--- src/rtl/tx_pkg.sv ---
package tx_pkg;
  // Strobes issued by control to the datapath, one cycle each.
  typedef struct packed {
    logic loadWr;    // write goes straight into the shifter
    logic loadBuf;   // write goes into the holding buffer
    logic moveBuf;   // holding buffer -> shifter
    logic startBit;  // put first frame bit on txd
    logic stepBit;   // put next frame bit on txd
    logic finish;    // frame done, return txd to idle
    logic sclkFall;  // drive generated shift clock low
    logic sclkRise;  // drive generated shift clock high
  } txStrobes_t;
endpackage

--- src/rtl/tx_datapath.sv ---
module tx_datapath
  import tx_pkg::*;
#(
  parameter int DATA_W = 8
) (
  input  logic              clk,
  input  logic              rstN,
  input  txStrobes_t        st,
  input  logic              modeSync,
  input  logic [DATA_W-1:0] wrData,
  output logic              txd,
  output logic              sclkOut
);
  localparam int FRAME_W = DATA_W + 2;

  logic [DATA_W-1:0]  bufReg;
  logic [FRAME_W-1:0] shReg;

  // UART: stop, data, start (start in bit 0). Sync: data only, padded with ones.
  function automatic logic [FRAME_W-1:0] frameOf(input logic [DATA_W-1:0] d,
                                                 input logic sync);
    return sync ? {2'b11, d} : {1'b1, d, 1'b0};
  endfunction

  always_ff @(posedge clk) begin
    if (!rstN) begin
      bufReg  <= '0;
      shReg   <= '1;
      txd     <= 1'b1;
      sclkOut <= 1'b1;
    end else begin
      if (st.loadBuf) bufReg <= wrData;

      if (st.loadWr) begin
        shReg <= frameOf(wrData, modeSync);
      end else if (st.moveBuf) begin
        shReg <= frameOf(bufReg, modeSync);
      end else if (st.startBit || st.stepBit) begin
        txd   <= shReg[0];
        shReg <= {1'b1, shReg[FRAME_W-1:1]};
      end

      if (st.finish) txd <= 1'b1;

      if (st.sclkFall)      sclkOut <= 1'b0;
      else if (st.sclkRise) sclkOut <= 1'b1;
    end
  end
endmodule

--- src/rtl/tx_ctrl.sv ---
module tx_ctrl
  import tx_pkg::*;
#(
  parameter int DATA_W = 8,
  parameter int DIV_W  = 4
) (
  input  logic       clk,
  input  logic       rstN,
  input  logic       baseTick,
  input  logic       modeSync,
  input  logic       sclkIsInput,
  input  logic       sclkFallSel,
  input  logic       dblBufEn,
  input  logic       wrEn,
  input  logic       sclkIn,
  input  logic       sclkOutFb,
  output txStrobes_t st,
  output logic       bufEmpty,
  output logic       txIrq,
  output logic       overrun
);
  localparam int CNT_W = $clog2(DATA_W + 2);
  localparam logic [CNT_W-1:0] UART_LAST = CNT_W'(DATA_W + 1);
  localparam logic [CNT_W-1:0] SYNC_LAST = CNT_W'(DATA_W - 1);

  logic [DIV_W-1:0] divCnt;
  logic [CNT_W-1:0] bitCnt;
  logic             bitTick, shiftFull, bufFull, active;
  logic             sync1, sync2, syncPrev, extRise, extFall;
  logic             intSync, extSync, shiftEdge, doneEdge, wrDrop;

  assign bitTick = baseTick && (divCnt == '1);
  assign extRise = sync2 && !syncPrev;
  assign extFall = !sync2 && syncPrev;
  assign intSync = modeSync && !sclkIsInput;
  assign extSync = modeSync && sclkIsInput;

  always_comb begin
    if (!modeSync) begin
      shiftEdge = bitTick;
      doneEdge  = bitTick;
    end else if (extSync) begin
      shiftEdge = sclkFallSel ? extFall : extRise;
      doneEdge  = sclkFallSel ? extRise : extFall;
    end else begin
      shiftEdge = baseTick && sclkOutFb;
      doneEdge  = baseTick && !sclkOutFb;
    end

    st          = '0;
    st.moveBuf  = dblBufEn && bufFull && !shiftFull;
    st.loadWr   = wrEn && !dblBufEn && !shiftFull;
    st.loadBuf  = wrEn && dblBufEn && (!bufFull || st.moveBuf);
    st.startBit = !active && shiftFull && shiftEdge;
    st.stepBit  = active && (bitCnt != '0) && shiftEdge;
    st.finish   = active && (bitCnt == '0) && doneEdge;
    st.sclkFall = intSync && (st.startBit || st.stepBit);
    st.sclkRise = intSync && baseTick && !sclkOutFb;
    wrDrop      = wrEn && !(st.loadWr || st.loadBuf);
  end

  always_ff @(posedge clk) begin
    if (!rstN) begin
      divCnt    <= '0;
      bitCnt    <= '0;
      shiftFull <= 1'b0;
      bufFull   <= 1'b0;
      active    <= 1'b0;
      sync1     <= 1'b0;
      sync2     <= 1'b0;
      syncPrev  <= 1'b0;
      bufEmpty  <= 1'b1;
      txIrq     <= 1'b0;
      overrun   <= 1'b0;
    end else begin
      if (baseTick) divCnt <= divCnt + 1'b1;

      sync1    <= sclkIn;
      sync2    <= sync1;
      syncPrev <= sync2;

      if (st.loadWr || st.moveBuf) shiftFull <= 1'b1;
      else if (st.finish)          shiftFull <= 1'b0;

      if (st.loadBuf)      bufFull <= 1'b1;
      else if (st.moveBuf) bufFull <= 1'b0;

      if (st.startBit) begin
        active <= 1'b1;
        bitCnt <= modeSync ? SYNC_LAST : UART_LAST;
      end else if (st.stepBit) begin
        bitCnt <= bitCnt - 1'b1;
      end else if (st.finish) begin
        active <= 1'b0;
      end

      if (dblBufEn) begin
        if (st.loadBuf)      bufEmpty <= 1'b0;
        else if (st.moveBuf) bufEmpty <= 1'b1;
      end else begin
        if (st.loadWr)      bufEmpty <= 1'b0;
        else if (st.finish) bufEmpty <= 1'b1;
      end

      txIrq   <= dblBufEn ? st.moveBuf : st.finish;
      overrun <= overrun || wrDrop;
    end
  end
endmodule

--- src/rtl/dual_mode_tx.sv ---
module dual_mode_tx
  import tx_pkg::*;
#(
  parameter int DATA_W = 8,
  parameter int DIV_W  = 4
) (
  input  logic              clk,
  input  logic              rstN,
  input  logic              baseTick,
  input  logic              modeSync,
  input  logic              sclkIsInput,
  input  logic              sclkFallSel,
  input  logic              dblBufEn,
  input  logic              wrEn,
  input  logic [DATA_W-1:0] wrData,
  input  logic              sclkIn,
  output logic              sclkOut,
  output logic              txd,
  output logic              bufEmpty,
  output logic              txIrq,
  output logic              overrun
);
  txStrobes_t strobes;

  tx_ctrl #(.DATA_W(DATA_W), .DIV_W(DIV_W)) u_ctrl (
    .clk(clk), .rstN(rstN), .baseTick(baseTick), .modeSync(modeSync),
    .sclkIsInput(sclkIsInput), .sclkFallSel(sclkFallSel), .dblBufEn(dblBufEn),
    .wrEn(wrEn), .sclkIn(sclkIn), .sclkOutFb(sclkOut), .st(strobes),
    .bufEmpty(bufEmpty), .txIrq(txIrq), .overrun(overrun)
  );

  tx_datapath #(.DATA_W(DATA_W)) u_dp (
    .clk(clk), .rstN(rstN), .st(strobes), .modeSync(modeSync),
    .wrData(wrData), .txd(txd), .sclkOut(sclkOut)
  );
endmodule

--- config.mk ---
export PLATFORM = sky130hd
export DESIGN_NAME = dual_mode_tx
export DESIGN_NICKNAME = d
export VERILOG_FILES = /design/src/rtl/tx_pkg.sv /design/src/rtl/tx_datapath.sv /design/src/rtl/tx_ctrl.sv /design/src/rtl/dual_mode_tx.sv
export SDC_FILE = /design/constraint.sdc
export NUM_CORES = 1
export LEC_CHECK = 0
export ABC_AREA = 1
export CAP_MARGIN = 20
export CORE_AREA = 3 3 61 63
export DETAILED_ROUTE_END_ITERATION = 7
export DIE_AREA = 0 0 64 66
export HOLD_SLACK_MARGIN = 0.02
export PLACE_DENSITY_LB_ADDON = 0.05
export SETUP_SLACK_MARGIN = 0.5
export SLEW_MARGIN = 0
export SYNTH_ARGS = -nofsm -noshare
export SYNTH_HDL_FRONTEND = slang
export SYNTH_SLANG_ARGS = --single-unit
--- constraint.sdc ---
create_clock -name clk -period 2.72 [get_ports clk]
set_input_delay 0.544 -clock clk [delete_from_list [all_inputs] [get_ports clk]]
set_output_delay 0.544 -clock clk [all_outputs]
set_load 0.1 [all_outputs]
# Yosys cells after proc, flatten, opt, wreduce, memory -nomap -nowiden
# Index checks and enable logic that the tools add are counted.
# word_totals
wordCells	101
in_bits	17
regBits	37
# classes
n_addsub	2
bitwise	3
n_eq_ne	3
n_mux	28
reduce_logical	50
# ops
operator	count
10-bit two-way mux	3
1-bit logical AND	23
1-bit two-way mux	20
9-bit two-way mux	2
4-bit two-way mux	3
2-bit nonzero test	5
1-bit zero test	9
3-bit nonzero test	2
1-bit logical OR	5
4-bit by 1-bit adder with 4-bit output, second input constant	1
4-bit == test, second input constant	1
4-bit zero test	1
2-bit AND reduction	2
4-bit nonzero test	1
4-bit by 1-bit subtractor with 4-bit output, second input constant	1
3-bit by 1-bit inequality test with 1-bit output, second input constant	1
1-bit NOT	3
3-bit AND reduction	1
2-bit by 1-bit inequality test with 1-bit output, second input constant	1
2-bit OR reduction	1

# Longest topological paths before layout
# Gate-level depths: netlist of the first run.
# logic_depth
ltp_word	10
depth_mapped	10

# Hierarchy
# Synthesis of the first run repeated with hierarchy kept, for this count alone.
# unflattened
hier_cells	316
area_unflattened_um2	2052.0
# by_module_without_submodules
mod	cells_each	seq_area_each_um2	area_per_inst_um2	n_inst
tx_datapath	177	380.4	1113.6	1
tx_ctrl	139	340.3	938.4	1

# Worst setup path after synthesis of the first run
# OpenSTA, ideal clock, no wires.
# synth_timing
path_kind	register to register
from	register u_dp.sclkOut
to	register u_dp.shReg[1]
setup_ns	0.134
path_slack_ns	0.827
t_arrival_ns	1.760
path_stages_with_launch	9
period_less_slack_ns	1.893
cell_sequence	dfxtp_1 > nand2_1 > inv_1 > nor2_1 > nor2_4 > o211ai_4 > buf_6 > nand3_1 > nand3_1
# synth_between
elab_chain_cells	6
# synth_rtl
element	line_no	source
start, declared	tx_datapath.sv:12	output logic sclkOut
start signal, assigned	tx_datapath.sv:30	sclkOut <= 1'b1;
start signal, assigned	tx_datapath.sv:45	if (st.sclkFall) sclkOut <= 1'b0;
start signal, assigned	tx_datapath.sv:46	else if (st.sclkRise) sclkOut <= 1'b1;
1-bit logical AND (*)	tx_ctrl.sv:46	shiftEdge = baseTick && sclkOutFb;
1-bit two-way mux (*)	tx_ctrl.sv:42	end else if (extSync) begin
1-bit two-way mux (*)	tx_ctrl.sv:39	if (!modeSync) begin
1-bit logical AND (on tied branches)	tx_ctrl.sv:54, tx_ctrl.sv:55	
1-bit logical OR (*)	tx_datapath.sv:38	end else if (st.startBit || st.stepBit) begin
3-bit nonzero test (no source line) (*)	--	
end signal, assigned	tx_datapath.sv:35	shReg <= frameOf(wrData, modeSync);
end signal, assigned	tx_datapath.sv:37	shReg <= frameOf(bufReg, modeSync);
end signal, assigned	tx_datapath.sv:40	shReg <= {1'b1, shReg[FRAME_W-1:1]};
end, declared	tx_datapath.sv:17	logic [FRAME_W-1:0] shReg;
# Mark *: on every way between the ends. The rest lies on a longest branch, timed or not.
# A chain may end at the register's enable or synchronous reset.

# Worst setup path after layout of the first run
# layout_timing
from	input port modeSync
to	register u_dp.shReg[2]
# layout_between
elab_chain_cells	6
# layout_rtl
element	line_no	source
start, declared	dual_mode_tx.sv:10	input logic modeSync,
1-bit logical AND	tx_ctrl.sv:36	assign extSync = modeSync && sclkIsInput;
1-bit two-way mux	tx_ctrl.sv:42	
1-bit two-way mux	tx_ctrl.sv:39	
1-bit logical AND (on tied branches)	tx_ctrl.sv:54, tx_ctrl.sv:55	
1-bit logical OR	tx_datapath.sv:38	
3-bit nonzero test (no source line)	--	
# Several ways; a longest one is shown, not always the timed one.

==> out/qor.json, run 1 <==
{
  "clock_tree_from_tritoncts": {"value": "built"},
  "clkPwrFrac": {"value": 25.4, "unit": "%"},
  "grtUsageTotal": {"value": 21.6, "unit": "%"},
  "post-place-ws": {"value": 0.439, "unit": "ns"},
  "grt_first_pass_wirelength": {"value": 7130, "unit": "µm"},
  "synth-main-ff-cell": {"value": "sky130_fd_sc_hd__dfxtp_1"},
  "internal_power": {"value": 802, "unit": "µW"},
  "cts-buffers-inserted": {"value": 5},
  "maximum_vdd_drop": {"value": 0.390, "unit": "mV"},
  "finalHoldWorstSlack": {"value": 0.425, "unit": "ns"},
  "cpPeakStageDelay": {"value": 0.61, "unit": "ns"},
  "fin_worst_skew": {"value": 0.00387, "unit": "ns"},
  "synth_edf_count": {"value": 0},
  "class_of_the_most_critical_hold_timing_path": {"value": "reg2reg"},
  "synth-warning-count": {"value": 0},
  "setup_ws": {"value": 0.768, "unit": "ns"},
  "period_minus_slack": {"value": 1.95, "unit": "ns"},
  "route.detailed.drc": {"value": 0},
  "grt_max_degree": {"value": 21},
  "max_cap_viol_count": {"value": 0},
  "detail_route.vias_per_cell": {"value": 5.39},
  "cp_max_fo": {"value": 14},
  "report.final.hold_viol_count": {"value": 0},
  "antenna_found_initial": {"value": 0},
  "max-slew-margin-rel": {"value": 51.6, "unit": "%"},
  "syn-instance-count": {"value": 264},
  "layout.core_utilization": {"value": 66.1, "unit": "%"},
  "h-tree-depth": {"value": 2},
  "worstPathArrival": {"value": 2.18, "unit": "ns"},
  "num-nets-final": {"value": 304},
  "worst_path_most_repeated_cell": {"value": "sky130_fd_sc_hd__nand2_2"},
  "setup_total_negative_slack": {"value": 0, "unit": "ns"},
  "grt-ovfl-total": {"value": 0},
  "critPathLaunchType": {"value": "input port"},
  "synth.lib_cells_used.distinct": {"value": 29},
  "fp.dieW": {"value": 64, "unit": "µm"},
  "number_of_buffers_on_the_longest_clock_path": {"value": 2},
  "power.share.sequential": {"value": 50.5, "unit": "%"},
  "cp-end-kind": {"value": "register"},
  "final_min_period_over_clock_period": {"value": 71.8, "unit": "%"},
  "rows": {"value": 21},
  "worst_slew_pin_slew": {"value": 0.723, "unit": "ns"},
  "finalPower": {"value": 1180, "unit": "µW"},
  "relative_contribution_of_combinational_cells_to_total_power": {"value": 24.0, "unit": "%"},
  "ctsRootBufferMaster": {"value": "sky130_fd_sc_hd__clkbuf_4"},
  "cts_num_sinks": {"value": 36},
  "die_h": {"value": 66, "unit": "µm"},
  "cts.repair_timing.setup_buffer_count": {"value": 0},
  "start_util": {"value": 57.7, "unit": "%"},
  "ctsHoldBuffers": {"value": 0},
  "switching_fraction_of_total_power": {"value": 32.3, "unit": "%"},
  "drt_first_pass_iters": {"value": 4},
  "criticalPathCategory": {"value": "in2reg"},
  "antenna_violating_nets_post_route": {"value": 0},
  "report.final.slew_viol_count": {"value": 0},
  "crit_slowest_cell": {"value": "sky130_fd_sc_hd__clkdlybuf4s50_1"},
  "power.switching": {"value": 382, "unit": "µW"},
  "post_route_cells_drive_above_1_share": {"value": 11.9, "unit": "%"},
  "area_growth_syn_to_layout": {"value": 14.6, "unit": "%"},
  "clkTransAtPathRegs": {"value": 0.11, "unit": "ns"},
  "final-setup-viol-count": {"value": 0},
  "floorplan.io_pins": {"value": 22},
  "ys_seq_area_share": {"value": 38.0, "unit": "%"},
  "critical_path.cell_chain": {"value": "clkdlybuf4s50_1 -> nand2_2 -> nor2_1 -> nor2_4 -> o211ai_4 -> nand2_2 -> nand2_1 -> nand3_1"},
  "routed-via-count": {"value": 1791},
  "status": {"value": "complete, no violations"},
  "synth.ff_latch_count": {"value": 36},
  "powerDensity": {"value": 546, "unit": "mW/mm²"},
  "antenna_cells": {"value": 0},
  "rsz0062_at_grt": {"value": "no"},
  "die_area": {"value": 0.00422, "unit": "mm²"},
  "post_cts_resize_count": {"value": 0},
  "worstPathRequired": {"value": 2.95, "unit": "ns"},
  "postSynthNetCount": {"value": 283},
  "max_freq": {"value": 512, "unit": "MHz"},
  "detail_route.iter0.violations": {"value": 113},
  "gp_congestion": {"value": 0.868},
  "p_leak": {"value": 0.000952, "unit": "µW"},
  "clk_latency": {"value": 0.34, "unit": "ns"},
  "core-area": {"value": 0.00328, "unit": "mm²"},
  "totalWireLength": {"value": 4060, "unit": "µm"},
  "post_detailed_route_wirelength_per_cell": {"value": 12.2, "unit": "µm"},
  "grt_pass1_vias": {"value": 1636},
  "syn_avg_cell_area": {"value": 7.18, "unit": "µm²"},
  "synthesis.area": {"value": 0.00189, "unit": "mm²"},
  "place_hpwl": {"value": 3010, "unit": "µm"},
  "asyncSetResetFlopFracSynth": {"value": 0, "unit": "%"},
  "port-buffer-count": {"value": 21}
}
cells in the final DEF (no fill, tap or decap), drive strengths merged, types with 9 or more instances in the layout:
master / n
o21ai: 29
a21oi: 12
o22ai: 9
buf: 9
nor2: 33
dfxtp: 36
clkdlybuf4s50: 16
inv: 31
nand2: 49
nand3: 31
sequential cells by signal, indices dropped and copies added, names as in the netlist:
name and cells:
u_ctrl.overrun 1, u_ctrl.syncPrev 1, u_ctrl.active 1, u_dp.bufReg 8, u_ctrl.sync2 1, u_ctrl.sync1 1
u_ctrl.divCnt 4, u_ctrl.bitCnt 4, u_dp.txd 1, u_ctrl.shiftFull 1, u_dp.shReg 9, u_dp.sclkOut 1
u_ctrl.bufFull 1, u_ctrl.bufEmpty 1, u_ctrl.txIrq 1
power by group through the flow:
stage | Combinational, µW | Clock [µW] | Sequential [µW]
after floorplan | 181 | 0 | 635
after global routing | 319 | 333 | 602
after detailed placement | 283 | 0 | 610
final | 285 | 301 | 598
after CTS | 285 | 310 | 597
after global placement | 282 | 0 | 610
metal layers:
metal  global-route usage (%)  up-vias  wire length, µm
li1                         -      921                -
met1                     25.8      818             1810
met4                     10.8        0              128
met3                     5.61       14              182
met5                        0        -                0
met2                     35.9       38             1940
cell type report:
| class | count | area [µm²] |
|---|---|---|
| Clock buffer | 6 | 51.3 |
| Sequential cell | 36 | 721 |
| Tap cell | 46 | 57.6 |
| Timing Repair Buffer | 25 | 228 |
| Clock inverter | 2 | 10.0 |
| Inverter | 31 | 116 |
| Fill cell | 311 | 1110 |
| Multi-Input combinational cell | 186 | 987 |
stage by stage:
step | instance area (µm²) | cells
floorplan | 1890 | 264
global placement | 2110 | 324
detailed placement | 2110 | 324
CTS | 2170 | 332
global route | 2170 | 332
finish | 2170 | 332
synth_stat cells (all sizes together), types with 3 or more instances:
cell type / number / area share [%]
o211ai: 5 / 2.7
nand4: 3 / 0.99
mux2i: 5 / 2.6
dfxtp: 36 / 38
nor2: 33 / 7.2
o22ai: 9 / 3.6
nand3: 31 / 9.2
nand2: 49 / 10
buf: 8 / 3.1
clkbuf: 3 / 0.59
a21oi: 12 / 3.4
o21ai: 29 / 7.7
inv: 31 / 6.1
critical path, delay by kind of cell:
kind	cells	cell delay, ns
simple gates	6	0.81
buf+inv	1	0.61
compound gates	1	0.21
final timing paths:
kind | startpoint | to | slack, ns | cells after the start
min | u_ctrl.sync1 | u_ctrl.sync2 | 0.42 | 2
min reg2reg | u_ctrl.sync1 | u_ctrl.sync2 | 0.42 | 2
max reg2reg | u_ctrl.bitCnt[0] | u_dp.shReg[2] | 0.85 | 9
max | modeSync | u_dp.shReg[2] | 0.77 | 8
logic make-up (layout without fill, tap and decap cells):
kind of cell,Yosys count,after routing,synth area share (%)
AOI/OAI and AO/OA,58,58,18.6
muxes,5,5,2.64
buffers and inverters,42,64,9.84
and+or+nand+nor,120,120,29.1
adders and majority gates,2,2,1.32
DFF,36,36,38.0
xor gates and xnor gates,1,1,0.462
Power figures use the tool's default switching activity.
==> inputs of run 2 (changes only) <==
--- a/config.mk
+++ b/config.mk
@@ -7,9 +7,9 @@
 export LEC_CHECK = 0
 export ABC_AREA = 1
 export CAP_MARGIN = 20
-export CORE_AREA = 3 3 61 63
+export CORE_AREA = 3 3 63 65
 export DETAILED_ROUTE_END_ITERATION = 7
-export DIE_AREA = 0 0 64 66
+export DIE_AREA = 0 0 66 68
 export HOLD_SLACK_MARGIN = 0.02
 export PLACE_DENSITY_LB_ADDON = 0.05
 export SETUP_SLACK_MARGIN = 0.5
==> constraint.sdc (replaced) <==
create_clock -name clk -period 2 [get_ports clk]
set_input_delay 0.4 -clock clk [delete_from_list [all_inputs] [get_ports clk]]
set_output_delay 0.4 -clock clk [all_outputs]
set_load 0.1 [all_outputs]
==> out/qor.json, run 2 (same netlist as run 1, synthesis figures left out) <==
{
  "rows": {"value": 21},
  "core-area": {"value": 0.00339, "unit": "mm²"},
  "leading_cell_type_in_the_layout_fill_and_taps_excluded": {"value": "sky130_fd_sc_hd__nand2_1"},
  "totalWireLength": {"value": 4710, "unit": "µm"},
  "clk_latency": {"value": 0.34, "unit": "ns"},
  "clkPwrFrac": {"value": 23.8, "unit": "%"},
  "grt_first_pass_wirelength": {"value": 7470, "unit": "µm"},
  "cp_max_fo": {"value": 8},
  "relative_contribution_of_combinational_cells_to_total_power": {"value": 28.7, "unit": "%"},
  "fin_worst_skew": {"value": 0.00197, "unit": "ns"},
  "ctsHoldBuffers": {"value": 0},
  "max_flop_register": {"value": "u_dp.shReg"},
  "cts-buffers-inserted": {"value": 5},
  "cts_num_sinks": {"value": 36},
  "critPathLaunchType": {"value": "register"},
  "report.final.hold_viol_count": {"value": 0},
  "antenna_violating_nets_post_route": {"value": 0},
  "criticalPathCategory": {"value": "reg2reg"},
  "routed-via-count": {"value": 1885},
  "final_cell_mix": {"value": "43 x sky130_fd_sc_hd__nand2_1, 32 x sky130_fd_sc_hd__dfxtp_1, 29 x sky130_fd_sc_hd__inv_1"},
  "power.share.sequential": {"value": 47.5, "unit": "%"},
  "placed_cell_area": {"value": 0.00220, "unit": "mm²"},
  "grtUsageTotal": {"value": 22.2, "unit": "%"},
  "final_min_period_over_clock_period": {"value": 79.0, "unit": "%"},
  "detail_route.iter0.violations": {"value": 117},
  "floorplan.io_pins": {"value": 22},
  "largest_reg_flops": {"value": 9},
  "worstPathArrival": {"value": 1.81, "unit": "ns"},
  "area_growth_syn_to_layout": {"value": 34.6, "unit": "%"},
  "clkTransAtPathRegs": {"value": 0.10, "unit": "ns"},
  "max-slew-margin-rel": {"value": 72.2, "unit": "%"},
  "report.final.slew_viol_count": {"value": 0},
  "class_of_the_most_critical_hold_timing_path": {"value": "reg2reg"},
  "final.fill_count": {"value": 276},
  "grt_max_degree": {"value": 20},
  "worst_slew_pin_slew": {"value": 0.415, "unit": "ns"},
  "h-tree-depth": {"value": 2},
  "start_util": {"value": 55.9, "unit": "%"},
  "maximum_vdd_drop": {"value": 0.479, "unit": "mV"},
  "num-nets-final": {"value": 328},
  "ctsRootBufferMaster": {"value": "sky130_fd_sc_hd__clkbuf_4"},
  "powerDensity": {"value": 674, "unit": "mW/mm²"},
  "final-setup-viol-count": {"value": 0},
  "finalHoldWorstSlack": {"value": 0.427, "unit": "ns"},
  "layout.core_utilization": {"value": 75.2, "unit": "%"},
  "antenna_cells": {"value": 0},
  "antenna_found_initial": {"value": 0},
  "die_area": {"value": 0.00449, "unit": "mm²"},
  "post_route_cells_drive_above_1_share": {"value": 27.7, "unit": "%"},
  "drt_first_pass_iters": {"value": 4},
  "fp.dieW": {"value": 66, "unit": "µm"},
  "clock_tree_from_tritoncts": {"value": "built"},
  "grt_pass1_vias": {"value": 1745},
  "period_minus_slack": {"value": 1.58, "unit": "ns"},
  "status": {"value": "complete, no violations"},
  "detail_route.vias_per_cell": {"value": 5.29},
  "switching_fraction_of_total_power": {"value": 32.7, "unit": "%"},
  "p_leak": {"value": 0.00114, "unit": "µW"},
  "max_cap_viol_count": {"value": 0},
  "worstPathRequired": {"value": 2.23, "unit": "ns"},
  "cp-end-kind": {"value": "register"},
  "gp_congestion": {"value": 0.866},
  "power.switching": {"value": 563, "unit": "µW"},
  "finalInstanceArea": {"value": 0.00255, "unit": "mm²"},
  "rsz0062_at_grt": {"value": "yes"},
  "grt-ovfl-total": {"value": 0},
  "max_freq": {"value": 633, "unit": "MHz"},
  "number_of_buffers_on_the_longest_clock_path": {"value": 2},
  "reg.largest.list": {"value": "u_dp.shReg x9, u_dp.bufReg x8"},
  "die_h": {"value": 68, "unit": "µm"},
  "place_hpwl": {"value": 3160, "unit": "µm"},
  "internal_power": {"value": 1160, "unit": "µW"},
  "port-buffer-count": {"value": 21},
  "route.detailed.drc": {"value": 0},
  "post_detailed_route_wirelength_per_cell": {"value": 13.2, "unit": "µm"},
  "setup_total_negative_slack": {"value": 0, "unit": "ns"}
}
run 2: changes by cell type in the layout (fill, tap and decap cells not counted), sizes merged:
cell,delta
clkbuf,+2
clkinv,-2
clkdlybuf4s50,-4
buf,+23
dlygate4sd2,+2
dlymetal6s2s,+1
nand2,+1
clkdlybuf4s15,+1
run 2: through the flow:
stage / cells / worst slack (ns) / total power, µW
4_1_cts: 351 / 0.493 / 1670
2_1_floorplan: 264 / 0.565 / 1110
6_report: 356 / 0.420 / 1720
3_5_place_dp: 335 / 0.0134 / 1230
3_3_place_gp: 335 / 0.0392 / 1230
5_1_grt: 356 / 0.350 / 1830
run 2: worst paths after layout:
kind / startpoint / to / slack [ns] / cells after the start
min: u_ctrl.sync1 / u_ctrl.sync2 / 0.43 / 2
min reg2reg: u_ctrl.sync1 / u_ctrl.sync2 / 0.43 / 2
max: u_ctrl.divCnt[1] / u_dp.shReg[5] / 0.42 / 9
max reg2reg: u_ctrl.divCnt[1] / u_dp.shReg[5] / 0.42 / 9
run 2: timing repair:
item,CTS,global route
gates resized for setup,18,33
pin swaps,3,22
buffers inserted,7,5
gates cloned,1,0
endpoints found under the setup margin,16,17
run 2: layer usage:
metal  wire length (µm)  global-route usage (%)
met4                134                    11.9
met3                189                    5.09
met2               2340                    38.4
met5                  0                       0
met1               2040                    25.5
run 2: power groups by stage:
stage	sequential [µW]	combinational, µW	clock, µW
after global placement	825	403	0
after floorplan	863	246	0
after global routing	823	545	460
after CTS	809	433	428
after detailed placement	826	405	0
final	817	493	410
run 2: final cells by class:
type,count,area [µm²],share of cell area [%]
clock buffer,8,58.8,2.31
inverter,31,116,4.56
multi-input combinational,187,1170,46.0
sequential,36,728,28.6
tap,46,57.6,2.26
timing repair buffer,48,415,16.3
run 2: critical path, cell delays in order, from the launching register on:
cell,delay [ns]
sky130_fd_sc_hd__dfxtp_2,0.37
sky130_fd_sc_hd__ha_4,0.14
sky130_fd_sc_hd__nand2_4,0.06
sky130_fd_sc_hd__nor2_4,0.14
sky130_fd_sc_hd__nor2_4,0.06
sky130_fd_sc_hd__nor2_4,0.21
sky130_fd_sc_hd__o211ai_4,0.18
sky130_fd_sc_hd__buf_6,0.19
sky130_fd_sc_hd__nand3_2,0.05
sky130_fd_sc_hd__nand3_1,0.07
==> inputs of run 3 (changes only) <==
--- a/config.mk
+++ b/config.mk
@@ -7,9 +7,9 @@
 export LEC_CHECK = 0
 export ABC_AREA = 1
 export CAP_MARGIN = 20
-export CORE_AREA = 3 3 63 65
+export CORE_AREA = 3 3 66 68
 export DETAILED_ROUTE_END_ITERATION = 7
-export DIE_AREA = 0 0 66 68
+export DIE_AREA = 0 0 69 71
 export HOLD_SLACK_MARGIN = 0.02
 export PLACE_DENSITY_LB_ADDON = 0.05
 export SETUP_SLACK_MARGIN = 0.5
==> constraint.sdc (replaced) <==
create_clock -name clk -period 1.3 [get_ports clk]
set_input_delay 0.26 -clock clk [delete_from_list [all_inputs] [get_ports clk]]
set_output_delay 0.26 -clock clk [all_outputs]
set_load 0.1 [all_outputs]
==> out/qor.json, run 3 (same netlist as run 1, synthesis figures left out) <==
{
  "worst_slew_pin_slew": {"value": 0.307, "unit": "ns"},
  "h-tree-depth": {"value": 2},
  "grt-ovfl-total": {"value": 0},
  "place_hpwl": {"value": 3600, "unit": "µm"},
  "drt_first_pass_iters": {"value": 4},
  "final_min_period_over_clock_period": {"value": 111, "unit": "%"},
  "worstPathRequired": {"value": 1.47, "unit": "ns"},
  "worst_hold_startpoint": {"value": "u_ctrl.sync1"},
  "layout.core_utilization": {"value": 74.9, "unit": "%"},
  "detail_route.vias_per_cell": {"value": 5.25},
  "maximum_vdd_drop": {"value": 0.684, "unit": "mV"},
  "cpPeakStageDelay": {"value": 0.33, "unit": "ns"},
  "switching_fraction_of_total_power": {"value": 32.5, "unit": "%"},
  "report.final.slew_viol_count": {"value": 0},
  "worstPathArrival": {"value": 1.62, "unit": "ns"},
  "max_flop_register": {"value": "u_dp.shReg"},
  "ctsHoldBuffers": {"value": 0},
  "cp-end-kind": {"value": "register"},
  "post_route_cells_drive_above_1_share": {"value": 38.6, "unit": "%"},
  "final-setup-viol-count": {"value": 19},
  "rows": {"value": 23},
  "post-place-ws": {"value": -0.526, "unit": "ns"},
  "cts-buffers-inserted": {"value": 5},
  "power.share.sequential": {"value": 43.0, "unit": "%"},
  "status": {"value": "finished, violations left"},
  "cp_max_fo": {"value": 9},
  "internal_power": {"value": 1980, "unit": "µW"},
  "grt_first_pass_wirelength": {"value": 8420, "unit": "µm"},
  "final_cell_mix": {"value": "38 x sky130_fd_sc_hd__nand2_1, 38 x sky130_fd_sc_hd__buf_4, 26 x sky130_fd_sc_hd__inv_1"},
  "period_minus_slack": {"value": 1.45, "unit": "ns"},
  "floorplan.io_pins": {"value": 22},
  "route.detailed.drc": {"value": 0},
  "rsz0062_at_grt": {"value": "yes"},
  "report.final.hold_viol_count": {"value": 0},
  "criticalPathCategory": {"value": "reg2reg"},
  "antenna_found_initial": {"value": 0},
  "reg.largest.list": {"value": "u_dp.shReg x9, u_dp.bufReg x8"},
  "setup_ws": {"value": -0.149, "unit": "ns"},
  "reg2regPathDepth": {"value": 9},
  "start_util": {"value": 48.4, "unit": "%"},
  "core-area": {"value": 0.00391, "unit": "mm²"},
  "detail_route.iter0.violations": {"value": 109},
  "clkTransAtPathRegs": {"value": 0.08, "unit": "ns"},
  "clock_tree_from_tritoncts": {"value": "built"},
  "clkPwrFrac": {"value": 26.2, "unit": "%"},
  "crit_slowest_cell": {"value": "sky130_fd_sc_hd__dfxtp_2"},
  "max_cap_viol_count": {"value": 0},
  "cts_num_sinks": {"value": 36},
  "grtUsageTotal": {"value": 21.6, "unit": "%"},
  "max_freq": {"value": 690, "unit": "MHz"},
  "fin_worst_skew": {"value": 0.00651, "unit": "ns"},
  "port-buffer-count": {"value": 21},
  "final-instance-count-excl-fill": {"value": 379},
  "antenna_violating_nets_post_route": {"value": 0},
  "power.switching": {"value": 955, "unit": "µW"},
  "routed-via-count": {"value": 1990},
  "post_detailed_route_wirelength_per_cell": {"value": 13.5, "unit": "µm"},
  "worstReg2RegStart": {"value": "u_ctrl.bitCnt[1]"},
  "relative_contribution_of_combinational_cells_to_total_power": {"value": 30.9, "unit": "%"},
  "max-slew-margin-rel": {"value": 79.5, "unit": "%"},
  "antenna_cells": {"value": 0},
  "fp.dieW": {"value": 69, "unit": "µm"},
  "totalWireLength": {"value": 5100, "unit": "µm"},
  "die_area": {"value": 0.00490, "unit": "mm²"},
  "crit_buf_inv": {"value": 1},
  "number_of_buffers_on_the_longest_clock_path": {"value": 2},
  "die_h": {"value": 71, "unit": "µm"},
  "area_growth_syn_to_layout": {"value": 54.7, "unit": "%"},
  "critical_path.cell_chain": {"value": "inv_2 -> ha_4 -> nand2_4 -> nor2_4 -> nor2_4 -> o211ai_4 -> nand2_4 -> nand2_1 -> nand3_1"},
  "ctsRootBufferMaster": {"value": "sky130_fd_sc_hd__clkbuf_8"},
  "violations": {"value": "setup timing"},
  "critPathLaunchType": {"value": "register"},
  "powerDensity": {"value": 1000, "unit": "mW/mm²"},
  "hold_depth": {"value": 2},
  "class_of_the_most_critical_hold_timing_path": {"value": "reg2reg"},
  "critical-path-top-delay-family": {"value": "simple AND/OR/NAND/NOR gates"},
  "timing.rr.end": {"value": "u_dp.shReg[3]"},
  "clk_latency": {"value": 0.29, "unit": "ns"},
  "worstHoldEndpoint": {"value": "u_ctrl.sync2"},
  "cell_total_after_placement": {"value": 367},
  "finalHoldWorstSlack": {"value": 0.425, "unit": "ns"},
  "p_leak": {"value": 0.00128, "unit": "µW"},
  "worst-r2r-setup-slack": {"value": -0.15, "unit": "ns"},
  "gp_congestion": {"value": 0.881},
  "grt_max_degree": {"value": 16},
  "num-nets-final": {"value": 348},
  "largest_reg_flops": {"value": 9},
  "grt_pass1_vias": {"value": 1921}
}
## run 3: layer usage
metal / GRT usage (%) / part of all wire (%) / vias up
met5: 0 / 0 / -
met4: 11.1 / 2.6 / 0
met3: 5.26 / 4.2 / 9
met2: 38.6 / 50 / 49
met1: 23.6 / 43 / 925
li1: - / - / 1007
## run 3: final cells by class
class	instances	area [µm²]
clock buffers	6	72.6
clock inverters	1	5.00
fillers	311	983
inverters	31	121
multi-input cells	186	1220
flip-flops and latches	36	747
well taps	50	62.6
repair buffers	69	704
## run 3: power by group through the flow
stage	logic, µW	clock network [µW]	registers, µW
after floorplan	419	0	1340
after global placement	794	0	1280
after detailed placement	799	0	1280
after CTS	853	785	1260
after global routing	986	819	1270
final	907	769	1260
## run 3: how the worst max path moves through the flow
stage / from / to / slack [ns] / cells after the start
after detailed placement: modeSync / u_dp.txd / -0.53 / 9
final: u_ctrl.bitCnt[1] / u_dp.shReg[3] / -0.15 / 9
after CTS: u_ctrl.divCnt[1] / u_dp.shReg[4] / -0.14 / 9
after global placement: modeSync / u_dp.txd / -0.52 / 9
after floorplan: u_dp.sclkOut / u_dp.shReg[1] / -0.08 / 8
after global routing: u_ctrl.divCnt[1] / u_ctrl.bitCnt[1] / -0.26 / 10
## run 3: worst min-delay path: stages, from the launching register on
cell                      delay, ns
sky130_fd_sc_hd__dfxtp_1       0.30
sky130_fd_sc_hd__nand2_1       0.05
sky130_fd_sc_hd__inv_1         0.03
## run 3: metrics by stage
step                TNS (ns)  power (µW)  instance area [µm²]
floorplan             -0.866        1760                 2010
global placement      -12.22        2080                 2640
detailed placement    -12.33        2080                 2640
CTS                    -2.07        2900                 2830
global route           -4.06        3080                 2930
finish                 -2.19        2940                 2930
## run 3: what timing repair did
item	in CTS	in global routing
buffers inserted	3	1
cloned	1	0
endpoints found under the setup margin	40	38
pin swaps	9	9
resized for setup	31	22
hold endpoints to repair	0	0
